--- config.mk ---
export PLATFORM = sky130hd
export DESIGN_NAME = irq_entry_ctrl
export DESIGN_NICKNAME = d
export VERILOG_FILES = /design/src/rtl/irq_entry_pkg.sv /design/src/rtl/irq_entry_arb.sv /design/src/rtl/irq_entry_fmt.sv /design/src/rtl/irq_entry_seq.sv /design/src/rtl/irq_entry_ctrl.sv
export SDC_FILE = /design/constraint.sdc
export NUM_CORES = 1
export LEC_CHECK = 0
export BUFFER_PORTS_ARGS = -buffer_cell sky130_fd_sc_hd__buf_4
export CAP_MARGIN = 20
export CELL_PAD_IN_SITES_DETAIL_PLACEMENT = 2
export CELL_PAD_IN_SITES_GLOBAL_PLACEMENT = 2
export CORE_UTILIZATION = 23
export CTS_BUF_LIST = sky130_fd_sc_hd__clkbuf_16
export CTS_CLUSTER_SIZE = 24
export DETAILED_ROUTE_END_ITERATION = 12
export PLACE_DENSITY_LB_ADDON = 0.1
export SYNTH_ARGS = -nofsm -noshare
export SYNTH_HDL_FRONTEND = slang
export SYNTH_SLANG_ARGS = --single-unit
--- constraint.sdc ---
create_clock -name clk -period 1.5 [get_ports clk]
set_input_delay 0 -clock clk [delete_from_list [all_inputs] [get_ports clk]]
set_output_delay 0 -clock clk [all_outputs]
set_load 0.01 [all_outputs]
--- src/rtl/irq_entry_pkg.sv ---
// Shared definitions for the interrupt entry controller: the source
// encoding chosen by the arbiter and the processor mode codes.
package irq_entry_pkg;

    localparam int unsigned MODE_W = 5;

    typedef enum logic [1:0] {
        SRC_NONE = 2'd0,
        SRC_SWI  = 2'd1,
        SRC_IRQ  = 2'd2,
        SRC_FIQ  = 2'd3
    } entry_src_e;

    localparam logic [MODE_W-1:0] MODE_FIQ = 5'b10001;
    localparam logic [MODE_W-1:0] MODE_IRQ = 5'b10010;
    localparam logic [MODE_W-1:0] MODE_SVC = 5'b10011;

endpackage

--- src/rtl/irq_entry_arb.sv ---
// Priority arbiter. Picks the source to enter this cycle.
// Order: fast > normal > software. Hardware sources are gated by their
// mask bits; the software source is never masked. block_i suppresses
// every source (used for the cycle after an entry).
module irq_entry_arb
    import irq_entry_pkg::*;
(
    input  logic       fiq_req_i,
    input  logic       irq_req_i,
    input  logic       swi_req_i,
    input  logic       fiq_dis_i,
    input  logic       irq_dis_i,
    input  logic       block_i,
    output entry_src_e src_o
);

    logic fiq_ok;
    logic irq_ok;

    // Eligibility of each hardware source after masking.
    always_comb begin
        fiq_ok = fiq_req_i && !fiq_dis_i;
        irq_ok = irq_req_i && !irq_dis_i;
    end

    // Fixed-priority selection.
    always_comb begin
        if (block_i)        src_o = SRC_NONE;
        else if (fiq_ok)    src_o = SRC_FIQ;
        else if (irq_ok)    src_o = SRC_IRQ;
        else if (swi_req_i) src_o = SRC_SWI;
        else                src_o = SRC_NONE;
    end

endmodule

--- src/rtl/irq_entry_fmt.sv ---
// Entry formatter. For the chosen source it computes the vector address,
// the target mode and the status word the core adopts on entry.
// Assumes the mode field occupies bits MODE_W-1..0 and the mask bits lie
// above it. Output is meaningless when src_i is SRC_NONE.
module irq_entry_fmt
    import irq_entry_pkg::*;
#(
    parameter int unsigned   DW          = 32,
    parameter logic [DW-1:0] VEC_BASE    = '0,
    parameter int unsigned   FIQ_DIS_BIT = 6,
    parameter int unsigned   IRQ_DIS_BIT = 7
) (
    input  entry_src_e        src_i,
    input  logic [DW-1:0]     status_i,
    output logic [DW-1:0]     vector_o,
    output logic [DW-1:0]     new_status_o,
    output logic [MODE_W-1:0] mode_o
);

    localparam logic [DW-1:0] OFF_SWI = DW'(8);
    localparam logic [DW-1:0] OFF_IRQ = DW'(24);
    localparam logic [DW-1:0] OFF_FIQ = DW'(28);

    logic [DW-1:0] offset;
    logic          is_fiq;

    // Vector offset and mode per source.
    always_comb begin
        unique case (src_i)
            SRC_FIQ: begin offset = OFF_FIQ; mode_o = MODE_FIQ; end
            SRC_IRQ: begin offset = OFF_IRQ; mode_o = MODE_IRQ; end
            default: begin offset = OFF_SWI; mode_o = MODE_SVC; end
        endcase
        is_fiq   = (src_i == SRC_FIQ);
        vector_o = VEC_BASE + offset;
    end

    // Per-bit construction of the new status word.
    for (genvar b = 0; b < DW; b++) begin : g_stat
        if (b < MODE_W) begin : g_mode
            assign new_status_o[b] = mode_o[b];
        end else if (b == IRQ_DIS_BIT) begin : g_imask
            assign new_status_o[b] = 1'b1;
        end else if (b == FIQ_DIS_BIT) begin : g_fmask
            assign new_status_o[b] = status_i[b] | is_fiq;
        end else begin : g_keep
            assign new_status_o[b] = status_i[b];
        end
    end

endmodule

--- src/rtl/irq_entry_seq.sv ---
// Entry register stage. Captures the entry outputs on the edge where an
// entry is taken and holds them otherwise. The pulse is one cycle wide
// because the arbiter is blocked while take_o is high.
module irq_entry_seq
    import irq_entry_pkg::*;
#(
    parameter int unsigned DW = 32
) (
    input  logic              clk,
    input  logic              rst_n,
    input  logic              take_i,
    input  logic [DW-1:0]     vector_i,
    input  logic [DW-1:0]     new_status_i,
    input  logic [DW-1:0]     status_i,
    input  logic [DW-1:0]     ret_addr_i,
    input  logic [MODE_W-1:0] mode_i,
    output logic              take_o,
    output logic [DW-1:0]     vector_o,
    output logic [DW-1:0]     new_status_o,
    output logic [DW-1:0]     save_status_o,
    output logic [DW-1:0]     link_o,
    output logic [MODE_W-1:0] tgt_mode_o
);

    // Entry pulse register.
    always_ff @(posedge clk) begin
        if (!rst_n) take_o <= 1'b0;
        else        take_o <= take_i;
    end

    // Entry data registers, loaded only on a taken entry.
    always_ff @(posedge clk) begin
        if (!rst_n) begin
            vector_o      <= '0;
            new_status_o  <= '0;
            save_status_o <= '0;
            link_o        <= '0;
            tgt_mode_o    <= '0;
        end else if (take_i) begin
            vector_o      <= vector_i;
            new_status_o  <= new_status_i;
            save_status_o <= status_i;
            link_o        <= ret_addr_i;
            tgt_mode_o    <= mode_i;
        end
    end

endmodule

--- src/rtl/irq_entry_ctrl.sv ---
// Top of the interrupt entry controller. Samples the request lines and
// the status word on each rising edge, selects the highest-priority
// eligible source and presents a registered entry record with a
// one-cycle take pulse. Assumes the core loads new_status_o on the edge
// after take_o, so the cycle after an entry is blocked.
module irq_entry_ctrl
    import irq_entry_pkg::*;
#(
    parameter int unsigned   DW          = 32,
    parameter logic [DW-1:0] VEC_BASE    = '0,
    parameter int unsigned   FIQ_DIS_BIT = 6,
    parameter int unsigned   IRQ_DIS_BIT = 7
) (
    input  logic              clk,
    input  logic              rst_n,
    input  logic              fiq_req_i,
    input  logic              irq_req_i,
    input  logic              swi_req_i,
    input  logic [DW-1:0]     status_i,
    input  logic [DW-1:0]     ret_addr_i,
    output logic              take_o,
    output logic [DW-1:0]     vector_o,
    output logic [DW-1:0]     new_status_o,
    output logic [DW-1:0]     save_status_o,
    output logic [DW-1:0]     link_o,
    output logic [MODE_W-1:0] tgt_mode_o
);

    entry_src_e        src;
    logic [DW-1:0]     vec_c;
    logic [DW-1:0]     nstat_c;
    logic [MODE_W-1:0] mode_c;
    logic              take_c;

    irq_entry_arb u_arb (
        .fiq_req_i (fiq_req_i),
        .irq_req_i (irq_req_i),
        .swi_req_i (swi_req_i),
        .fiq_dis_i (status_i[FIQ_DIS_BIT]),
        .irq_dis_i (status_i[IRQ_DIS_BIT]),
        .block_i   (take_o),
        .src_o     (src)
    );

    irq_entry_fmt #(
        .DW          (DW),
        .VEC_BASE    (VEC_BASE),
        .FIQ_DIS_BIT (FIQ_DIS_BIT),
        .IRQ_DIS_BIT (IRQ_DIS_BIT)
    ) u_fmt (
        .src_i        (src),
        .status_i     (status_i),
        .vector_o     (vec_c),
        .new_status_o (nstat_c),
        .mode_o       (mode_c)
    );

    // An entry is taken whenever the arbiter picked a source.
    always_comb take_c = (src != SRC_NONE);

    irq_entry_seq #(
        .DW (DW)
    ) u_seq (
        .clk           (clk),
        .rst_n         (rst_n),
        .take_i        (take_c),
        .vector_i      (vec_c),
        .new_status_i  (nstat_c),
        .status_i      (status_i),
        .ret_addr_i    (ret_addr_i),
        .mode_i        (mode_c),
        .take_o        (take_o),
        .vector_o      (vector_o),
        .new_status_o  (new_status_o),
        .save_status_o (save_status_o),
        .link_o        (link_o),
        .tgt_mode_o    (tgt_mode_o)
    );

endmodule

After elaboration in Yosys (flattened, before gate mapping)
Index checks and enable logic that the tools add are counted.
{"block": "totals", "in_bits": 69, "out_inout_bits": 134, "wordCells": 20, "reg_bits": 134}
{"block": "op_classes", "n_eq_ne": 2, "reduce_logical": 5, "bitwise": 1, "mux": 6}
{"op": "5-bit one-hot mux with 2 select lines", "count": 1}
{"op": "2-bit two-way mux", "count": 3}
{"op": "2-bit equality test, second input constant", "count": 2}
{"op": "2-bit one-hot mux with 2 select lines", "count": 1}
{"op": "1-bit logical AND", "count": 2}
{"op": "1-bit logical NOT", "count": 2}
{"op": "2-bit nonzero test", "count": 1}
{"op": "1-bit two-way mux", "count": 1}
{"op": "1-bit OR", "count": 1}

Depth between registers and ports, before layout
Gate-level depths: netlist of run 1.
{"block": "depth", "depth_word": 7, "depth_mapped": 6, "ltp_nobuf": 4}

Cells and area by module
From an unflattened synthesis of run 1, not the netlist that was laid out.
{"block": "hier_totals", "hier_cells": 508, "area_unflattened_um2": 5606.6}
{"mod": "irq_entry_seq", "n_inst": 1, "area_each_um2": 5044.8, "cells_each": 430, "seq_area_each_um2": 2682.6}
{"mod": "irq_entry_fmt", "n_inst": 1, "area_each_um2": 516.7, "cells_each": 71, "seq_area_each_um2": 0.0}
{"mod": "irq_entry_arb", "n_inst": 1, "area_each_um2": 38.8, "cells_each": 6, "seq_area_each_um2": 0.0}
{"mod": "irq_entry_ctrl", "n_inst": 1, "area_each_um2": 6.3, "cells_each": 1, "seq_area_each_um2": 0.0}

Worst setup path after synthesis of run 1
OpenSTA, ideal clock, no wires.
{"block": "synth_path", "kind": "register to register", "start": "reg u_seq.take_o", "end": "reg u_seq.save_status_o[11]", "arrival_ns": 1.263, "stages_incl_launch_ff": 7, "setup_time_ns": 0.128, "slack_ns": 0.109, "n_path_buf": 3, "cell_sequence": "dfxtp_1 clkbuf_1 a31oi_4 buf_8 buf_8 mux2i_1 nor2_1"}
{"block": "synth_between", "elab_chain_cells": 2}
{"element": "start, declared", "line_no": "irq_entry_seq.sv:17", "text": "output logic take_o,"}
{"element": "start signal, assigned", "line_no": "irq_entry_seq.sv:28", "text": "else take_o <= take_i;"}
{"element": "2-bit two-way mux", "line_no": "irq_entry_arb.sv:28", "text": "if (block_i) src_o = SRC_NONE;"}
{"element": "2-bit nonzero test", "line_no": "irq_entry_ctrl.sv:59", "text": "always_comb take_c = (src != SRC_NONE);"}
{"element": "end signal, assigned", "line_no": "irq_entry_seq.sv:42", "text": "save_status_o <= status_i;"}
{"element": "end, declared", "line_no": "irq_entry_seq.sv:20", "text": "output logic [DW-1:0] save_status_o,"}
Every way passes these cells.
A chain may end at the register's enable or synchronous reset.

Worst setup path after layout of run 1
{"block": "layout_path", "start": "reg u_seq.take_o", "end": "reg u_seq.link_o[23]"}
{"block": "layout_between", "elab_chain_cells": 2}
{"element": "2-bit two-way mux", "line_no": "irq_entry_arb.sv:28"}
{"element": "2-bit nonzero test", "line_no": "irq_entry_ctrl.sv:59"}
{"element": "end signal, assigned", "line_no": "irq_entry_seq.sv:43", "text": "link_o <= ret_addr_i;"}
{"element": "end, declared", "line_no": "irq_entry_seq.sv:21", "text": "output logic [DW-1:0] link_o,"}
Every way passes these cells.

==> run metrics, run 1 <==
Worst Hold Path EP u_seq.save_status_o[6]; Clock Sink Count 71; skew final 0.00504 ns; P_leak 0.00257 µW; router iterations before antenna repair 4; crit end category flop; pre-CTS setup slack 0.160 ns; Setup CP Type flop to flop; Ant. Diodes 0; DR WL/cell 13.9 µm; DR iter-0 viols 54; worst hold-check path type input port to flop; core box area 13200 µm²; CP Launch Type flop; Tmin final 1.32 ns; # resized after CTS 0; Max Slew Vio Count 0; layout cells sized above 1 36.8%; first-pass GRT wire length 15200 µm; DP HPWL 6490 µm; GRT overflow 0; Mapped Avg Cell Area 10.1 µm²; pwr dens 1030 nW/µm²; Area growth, synth to finish 63.0%; Hold Crit Start fiq_req_i; IO buf count 169; CTS tree yes; RSZ-0062 raised after global routing no; Routed WL 9600 µm; slowest cell on the critical path dfxtp_1; critical-path cell list a31oi_4 > buf_12 > mux2i_1 > nor2_1; worst-path maximum fanout 32; TritonCTS Buffers 9; yosys synthesis warning count 0; Die Y 118 µm; vias in the first global route 2829; CTS H-tree lvls 3; Nets 578; num ports 203; Skew-Pair Late Insertion Delay 0.33 ns; Placed Area 4160 µm²; library cells used by synthesis 24; initial antenna violation count 0; Routed Antenna Nets 0; Mapped Cells 306; # setup viols final 0; reg2reg path depth 4; Worst Setup Slack, final 0.182 ns; sequential element share of the synthesized area 45.9%; clock transition at the registers of the reported paths 0.05 ns; hold path cells 3; mapped cell area 3100 µm²; Final Hold Slack 0.0453 ns; drt drc 0; routed vias 2704; root buffer cell clkbuf_16; FMAX 759 MHz; Horiz. Die Dim 118 µm; Reg-to-Reg End u_seq.link_o[23]; Pwr Total 5190 µW; Die ar. 13900 µm²; site row count 42; worst r2r src u_seq.take_o; Initial Util 23.5%; period utilization 87.9%; Yosys reg bits 71; gpl congestion 0.701; setup_tns 0 ns; setup slack on the worst flop-to-flop path 0.18 ns; Final Cell Area 5050 µm²; outcome finished clean; vias per cell 3.92; WP data required 1.71 ns; crit path DAT 1.53 ns; maximum vdd ir drop 0.000441 V; max-cap violations 0; clock buffer depth 2; pin count of the biggest net entering global routing 42; # fillers 1437; Final Hold Vio Count 0; Crit path largest cell delay 0.33 ns; GR Util All Layers 14.1%
==> stage by stage <==
stage / instances / util [%]
3_5_place_dp: 610 / 31.6
2_1_floorplan: 338 / -
4_1_cts: 689 / 38.3
5_1_grt: 689 / 38.3
3_3_place_gp: 610 / 31.6
6_report: 689 / 38.3
==> worst max path at each step <==
stage	startpoint	endpoint	slack, ns	cells past startpoint
3_3_place_gp	status_i[7]	u_seq.save_status_o[3]	0.22	6
5_1_grt	u_seq.take_o	u_seq.link_o[0]	0.13	4
3_5_place_dp	status_i[7]	u_seq.new_status_o[6]	0.16	6
4_1_cts	u_seq.take_o	u_seq.link_o[0]	0.19	4
6_report	u_seq.take_o	u_seq.link_o[23]	0.18	4
2_1_floorplan	u_seq.take_o	u_seq.save_status_o[11]	0.11	6
==> cell usage after synthesis <==
cell type | number | area share (%)
clkinv_1 | 1 | 0.12
conb_1 | 1 | 0.12
buf_12 | 4 | 2.6
o211a_1 | 1 | 0.32
nand2b_2 | 1 | 0.28
mux2i_1 | 62 | 20
nor2_1 | 69 | 8.4
clkbuf_1 | 8 | 0.97
a21o_1 | 1 | 0.24
nor3_1 | 3 | 0.48
inv_1 | 1 | 0.12
a21oi_1 | 4 | 0.65
a31oi_4 | 1 | 0.69
nor2b_1 | 1 | 0.20
buf_8 | 2 | 0.97
o32ai_1 | 1 | 0.28
o21ai_0 | 4 | 0.65
o221a_2 | 1 | 0.36
a311oi_1 | 1 | 0.28
nand2b_4 | 1 | 0.44
dfxtp_1 | 71 | 46
nand2_1 | 2 | 0.24
and2_1 | 1 | 0.20
buf_4 | 64 | 16
==> sequential cells by signal (all words and copies together) (netlist names) <==
register	flops
u_seq.save_status_o	32
u_seq.new_status_o	4
u_seq.link_o	32
u_seq.vector_o	2
u_seq.take_o	1
==> layout make-up <==
class	instances	area (µm²)	area share, %
flip-flops and latches	71	1420	28.1
inverters	2	7.51	0.149
clock buffers	9	225	4.46
well taps	176	220	4.36
clock inverters	6	23.8	0.471
repair buffers	238	1980	39.3
multi-input cells	187	1170	23.1
==> worst max-delay path, delay by kind of cell (launching register included) <==
family	cells	cell delay [ns]
buffers and inverters	1	0.28
AND/OR/NAND/NOR	1	0.07
AO/OA/AOI/OAI	1	0.22
multiplexers	1	0.27
flip-flops	1	0.33
==> placed cells by master (no fill, tap or decap), drive strengths merged <==
| cell type | n |
|---|---|
| a21o | 1 |
| a21oi | 4 |
| a311oi | 1 |
| a31oi | 1 |
| and2 | 1 |
| buf | 174 |
| clkbuf | 9 |
| clkinv | 2 |
| conb | 33 |
| dfxtp | 71 |
| dlygate4sd3 | 64 |
| inv | 6 |
| mux2i | 62 |
| nand2 | 2 |
| nand2b | 2 |
| nor2 | 69 |
| nor2b | 1 |
| nor3 | 3 |
| o211a | 1 |
| o21ai | 4 |
| o221a | 1 |
| o32ai | 1 |
==> power by group <==
part / internal (µW) / switching, µW
Clock: 1080 / 745
Sequential: 2040 / 103
Combinational: 683 / 544
==> metal layers <==
metal  track usage [%]  up-vias  part of all wire (%)
li1                  -     1312                     -
met1              15.7     1274                    40
met2              25.6      107                    53
met3              3.10       11                   5.5
met4              5.77        0                   1.6
met5                 0        -                     0
==> logic make-up (layout without fill, tap and decap cells) <==
family | Yosys count | in the layout | synth area share [%]
buf+inv | 80 | 255 | 20.3
simple gates | 78 | 78 | 10.2
flops | 71 | 71 | 45.9
mux | 62 | 62 | 20.0
compound gates | 14 | 14 | 3.47
other cells | 1 | 33 | 0.121
==> timing repair <==
item / 4_1_cts / 5_1_grt
buffers inserted: 0 / 0
endpoints found under the hold margin: 66 / 0
endpoints found under the setup margin: 0 / 0
hold buffers: 64 / 0
(Power assumes the default switching activity.)
==> inputs of run 2 (changes only) <==
CORE_UTILIZATION = 21   (was 23)
MAX_ROUTING_LAYER = met4   (was unset)
clock period = 1.12 ns   (was 1.5 ns; I/O delays follow)
==> run 2 against run 1 <==
- total power rose by 39%
- sequential share of layout area fell by 1.3 points
- clock skew fell by 0.0028 ns
- final area rose by 5.0%
- largest power group unchanged
- die area rose by 9.4%
- register-to-register slack got worse by 0.37 ns
- wire length rose by 12%
- the run now ends with setup timing left
- critical path type unchanged
- fmax rose by 0.51%
==> run metrics, run 2 (same netlist as run 1, synthesis figures left out) <==
post-layout util 36.6% (-1.7 points); worst r2r src u_seq.take_o; dpl cells 625 (+2.5%); WP data required 1.33 ns (-0.38 ns); reg2reg path depth 5 (+1); period utilization 117% (+29 points); RSZ-0062 raised after global routing yes; failing checks setup timing; worst-path maximum fanout 8 (-75%); commonest non-fill, non-tap cell in the layout buf_4; Pwr Total 7240 µW (+39%); DR WL/cell 15.1 µm (+8.4%); crit end category flop; non-filler cells, final 713 (+3.5%); Placed Area 4230 µm² (+1.5%); outcome complete, but fails checks; skew final 0.00229 ns (-0.00276 ns); P_leak 0.00268 µW (+4.3%); Initial Util 21.4% (-2.1 points); Area growth, synth to finish 71.1%; Nets 593 (+2.6%); Ant. Diodes 0 (unchanged); GRT overflow 0 (unchanged); layout cells sized above 1 39.9% (+3.0 points); Routed WL 10800 µm (+12%); Skew-Pair Late Insertion Delay 0.33 ns (about the same); # setup viols final 63 (+63); maximum vdd ir drop 0.000763 V (+73%); clock transition at the registers of the reported paths 0.05 ns (about the same); Worst Hold Path EP u_seq.save_status_o[7]; CP Launch Type flop; Hold Crit Start irq_req_i; TritonCTS Buffers 9 (unchanged); GR Util All Layers 14.0% (-0.11 points); Reg-to-Reg End u_seq.link_o[30]; setup slack on the worst flop-to-flop path -0.19 ns (-0.37 ns); Tmin final 1.31 ns (-0.00672 ns); CTS H-tree lvls 3 (unchanged); Die ar. 15200 µm² (+9.4%); FMAX 762 MHz (+0.51%); hold path cells 4 (+1); first-pass GRT wire length 15200 µm (-0.28%); max-cap violations 0 (unchanged); num ports 203 (unchanged); Largest regs u_seq.link_o (32), u_seq.save_status_o (32), u_seq.new_status_o (4); Final Hold Vio Count 0 (unchanged); Final Cell Area 5300 µm² (+5.0%); CTS tree yes; gpl congestion 0.676 (-3.6%); root buffer cell clkbuf_16; crit path DAT 1.52 ns (about the same); Routed Antenna Nets 0 (unchanged); core box area 14500 µm² (+9.8%); Horiz. Die Dim 123 µm (+4.6%); initial antenna violation count 0 (unchanged); worst hold-check path type input port to flop; Die Y 123 µm (+4.6%); most frequent cells in the layout 178 x buf_4, 70 x dfxtp_1, 69 x nor2_1; pre-CTS setup slack -0.211 ns (-0.371 ns); Setup CP Type flop to flop; Worst Setup Slack, final -0.192 ns (-0.373 ns); pin count of the biggest net entering global routing 32 (-24%); pwr dens 1370 nW/µm² (+33%); Max Slew Vio Count 0 (unchanged); routed vias 2846 (+5.3%); IO buf count 169 (unchanged); vias in the first global route 2886 (+2.0%); drt drc 0 (unchanged); router iterations before antenna repair 4 (unchanged); Clock Sink Count 71 (unchanged); DR iter-0 viols 71 (+31%); vias per cell 3.99 (+1.7%); DP HPWL 6780 µm (+4.4%); site row count 44 (+4.8%); clock buffer depth 2 (unchanged)
## run 2: timing repair
item	4_1_cts	5_1_grt
setup endpoints to repair	64	67
buffers inserted	4	1
hold endpoints to repair	67	0
resized for setup	6	11
cloned	2	2
hold buffers	64	0
## run 2: final cells by class
class | instances | area, µm²
inverters | 2 | 7.51
flip-flops and latches | 71 | 1420
well taps | 184 | 230
multi-input cells | 187 | 1190
clock inverters | 7 | 27.5
repair buffers | 253 | 2200
fillers | 1599 | 9180
clock buffers | 9 | 225
## run 2: critical path: stages, from the launching register on
cell and delay (ns):
dfxtp_2 0.34, a31oi_4 0.22, buf_6 0.16, clkbuf_16 0.17
mux2i_1 0.22, nor2_1 0.07
## run 2: worst max path at each step
stage                       startpoint                 endpoint  slack, ns  cells past startpoint
after CTS                 u_seq.take_o         u_seq.link_o[11]      -0.17                      5
after detailed placement   status_i[7]         u_seq.link_o[11]      -0.21                      6
final                     u_seq.take_o         u_seq.link_o[30]      -0.19                      5
after floorplan           u_seq.take_o  u_seq.save_status_o[11]      -0.18                      6
after global routing      u_seq.take_o  u_seq.save_status_o[13]      -0.23                      5
after global placement     status_i[7]         u_seq.link_o[30]      -0.14                      6
## run 2: through the flow
step	hold WS [ns]	TNS, ns
after floorplan	0.127	-9.65
after global placement	0.231	-6.64
after detailed placement	0.243	-9.19
after CTS	0.0459	-8.05
after global routing	0.0942	-12.29
final	0.0699	-8.06
## run 2: layer usage
metal	GRT usage (%)	wire, µm	vias up
li1	-	-	1348
met1	15.3	4320	1368
met2	23.8	5650	118
met3	3.78	625	12
met4	5.65	172	0
met5	-	0	-
## run 2: report_power, final
part	switching, µW	internal [µW]	leakage, µW
Sequential	147	2740	0.000588
Combinational	794	1050	0.00195
Clock	1060	1450	0.000147
==> inputs of run 3 (changes only) <==
CORE_MARGIN = 1.5   (was unset)
==> run 3 against run 2 <==
- clock skew is 0.0043 ns higher
- largest cell class unchanged
- the run still ends with setup timing left
- wire length increased by 1.1%
- total power increased by 3.7%
- setup slack better by 0.019 ns
- clock power is 9.2% higher
==> run metrics, run 3 (same netlist as run 1, synthesis figures left out) <==
most frequent cells in the layout 178 x buf_4, 70 x dfxtp_1, 68 x nor2_1; # setup viols final 63 (unchanged); Routed WL 10900 µm (+1.1%); clock transition at the registers of the reported paths 0.06 ns (about the same); Die Y 124 µm (+0.81%); Clock Sink Count 71 (unchanged); Reg-to-Reg End u_seq.link_o[26]; crit end category flop; failing checks setup timing; maximum vdd ir drop 0.000588 V (-23%); crit path DAT 1.51 ns (about the same); Ant. Diodes 0 (unchanged); Skew-Pair Late Insertion Delay 0.33 ns (about the same); Hold Crit Start fiq_req_i; met1 Use GR 14.7% (-0.63 points); CP Launch Type flop; DP HPWL 6840 µm (+0.89%); slowest cell on the critical path dfxtp_2; initial antenna violation count 0 (unchanged); outcome complete, but fails checks; DR WL/cell 15.3 µm (+1.1%); layer with the highest usage met2; num ports 203 (unchanged); Horiz. Die Dim 124 µm (+0.81%); Die ar. 15500 µm² (+1.6%); worst r2r src u_seq.take_o; global routing usage on met2 25.1% (+1.3 points); worst-path maximum fanout 8 (unchanged); IO buf count 169 (unchanged); Initial Util 21.4% (unchanged); setup slack on the worst flop-to-flop path -0.17 ns (+0.02 ns); vias in the first global route 3009 (+4.3%); gpl congestion 0.709 (+4.9%); period utilization 115% (-1.7 points); Worst Hold Path EP u_seq.save_status_o[6]; GRT overflow 0 (unchanged); routed vias 2830 (-0.56%); Pwr Total 7510 µW (+3.7%); CTS H-tree lvls 3 (unchanged); router iterations before antenna repair 2 (-2); DR iter-0 viols 67 (-5.6%); vias per cell 3.97 (-0.56%); skew final 0.00662 ns (+0.00433 ns); Routed Antenna Nets 0 (unchanged); site row count 44 (unchanged); core box area 14500 µm² (unchanged); commonest non-fill, non-tap cell in the layout buf_4; Tmin final 1.29 ns (-0.0192 ns); max-cap violations 0 (unchanged); WP data required 1.34 ns (about the same); Crit path largest cell delay 0.33 ns (about the same); Area growth, synth to finish 73.2%; met3 Use GR 2.88% (-0.90 points); Worst Setup Slack, final -0.172 ns (+0.0192 ns); # fillers 1584 (-0.94%); reg2reg path depth 5 (unchanged); Final Hold Vio Count 0 (unchanged); first-pass GRT wire length 16300 µm (+7.1%); GR Util All Layers 13.9% (-0.058 points); RSZ-0062 raised after global routing yes; pwr dens 1400 nW/µm² (+2.4%); Largest regs u_seq.link_o (32), u_seq.save_status_o (32), u_seq.new_status_o (4); hold path cells 3 (-1); Setup CP Type flop to flop; layout cells sized above 1 40.6% (+0.76 points); Final Hold Slack 0.0343 ns (-0.0357 ns); post-layout util 37.1% (+0.45 points); root buffer cell clkbuf_16; setup_tns -7.90 ns (+0.161 ns); pin count of the biggest net entering global routing 32 (unchanged); Nets 593 (unchanged); FMAX 774 MHz (+1.5%); P_leak 0.00267 µW (-0.33%); clock buffer depth 2 (unchanged); Max Slew Vio Count 0 (unchanged); critical-path cell list a31oi_4 > buf_12 > clkbuf_16 > mux2i_1 > nor2_1; CTS tree yes; drt drc 0 (unchanged); worst hold-check path type input port to flop; TritonCTS Buffers 9 (unchanged)
==> run 3: changes by cell type in the layout (fill, tap and decap cells not counted), moves of 2 or more <==
cell / previous run / this run
clkbuf_16: 11 / 13
buf_6: 3 / 1
mux2i_2: 4 / 8
mux2i_1: 58 / 54
buf_12: 4 / 2
clkinv_1: 0 / 5
inv_1: 7 / 1
==> run 3: what timing repair did <==
action	in CTS	in global routing
resized for setup	2	13
endpoints found under the setup margin	63	65
pin swaps	0	11
cloned	1	4
hold endpoints to repair	66	0
hold buffers	64	0
setup buffers	2	1
==> run 3: worst max-delay path, delay by kind of cell, from the launching register on <==
family / cells / cell delay [ns]
buffers and inverters: 2 / 0.35
DFF: 1 / 0.33
AOI/OAI and AO/OA: 1 / 0.21
muxes: 1 / 0.21
and+or+nand+nor: 1 / 0.06
==> run 3: power breakdown <==
| group | internal [µW] | total (µW) | switching (µW) | leakage (µW) |
|---|---|---|---|---|
| Clock | 1680 | 2740 | 1060 | 0.000137 |
| Sequential | 2740 | 2880 | 145 | 0.000588 |
| Combinational | 1080 | 1890 | 802 | 0.00195 |
| Total | 5500 | 7510 | 2010 | 0.00267 |
==> run 3: layout make-up <==
| cell class | instances | area, µm² | share of cell area (%) |
|---|---|---|---|
| timing repair buffer | 253 | 2230 | 41.5 |
| sequential | 71 | 1420 | 26.5 |
| multi-input combinational | 187 | 1200 | 22.4 |
| tap | 184 | 230 | 4.29 |
| clock buffer | 9 | 225 | 4.20 |
| clock inverter | 7 | 53.8 | 1.00 |
| inverter | 2 | 7.51 | 0.140 |
==> run 3: worst max-delay path by stage <==
stage / start / to / slack [ns]
finish: u_seq.take_o / u_seq.link_o[26] / -0.17
global route: u_seq.take_o / u_seq.link_o[24] / -0.25
global placement: status_i[7] / u_seq.link_o[7] / -0.15
CTS: u_seq.take_o / u_seq.link_o[9] / -0.15
detailed placement: status_i[7] / u_seq.link_o[29] / -0.19
floorplan: u_seq.take_o / u_seq.save_status_o[11] / -0.18
==> run 3: per-stage QoR <==
stage | cells | worst slack [ns] | area [µm²]
floorplan | 338 | -0.184 | 3230
CTS | 708 | -0.148 | 5210
global route | 713 | -0.254 | 5370
detailed placement | 625 | -0.188 | 4230
global placement | 625 | -0.147 | 4230
finish | 713 | -0.172 | 5370
==> run 3: layer usage <==
layer  wire length (µm)  share of wire [%]
met1               4330                 40
met3                497                4.6
met2               5890                 54
met5                  0                  0
met4                176                1.6
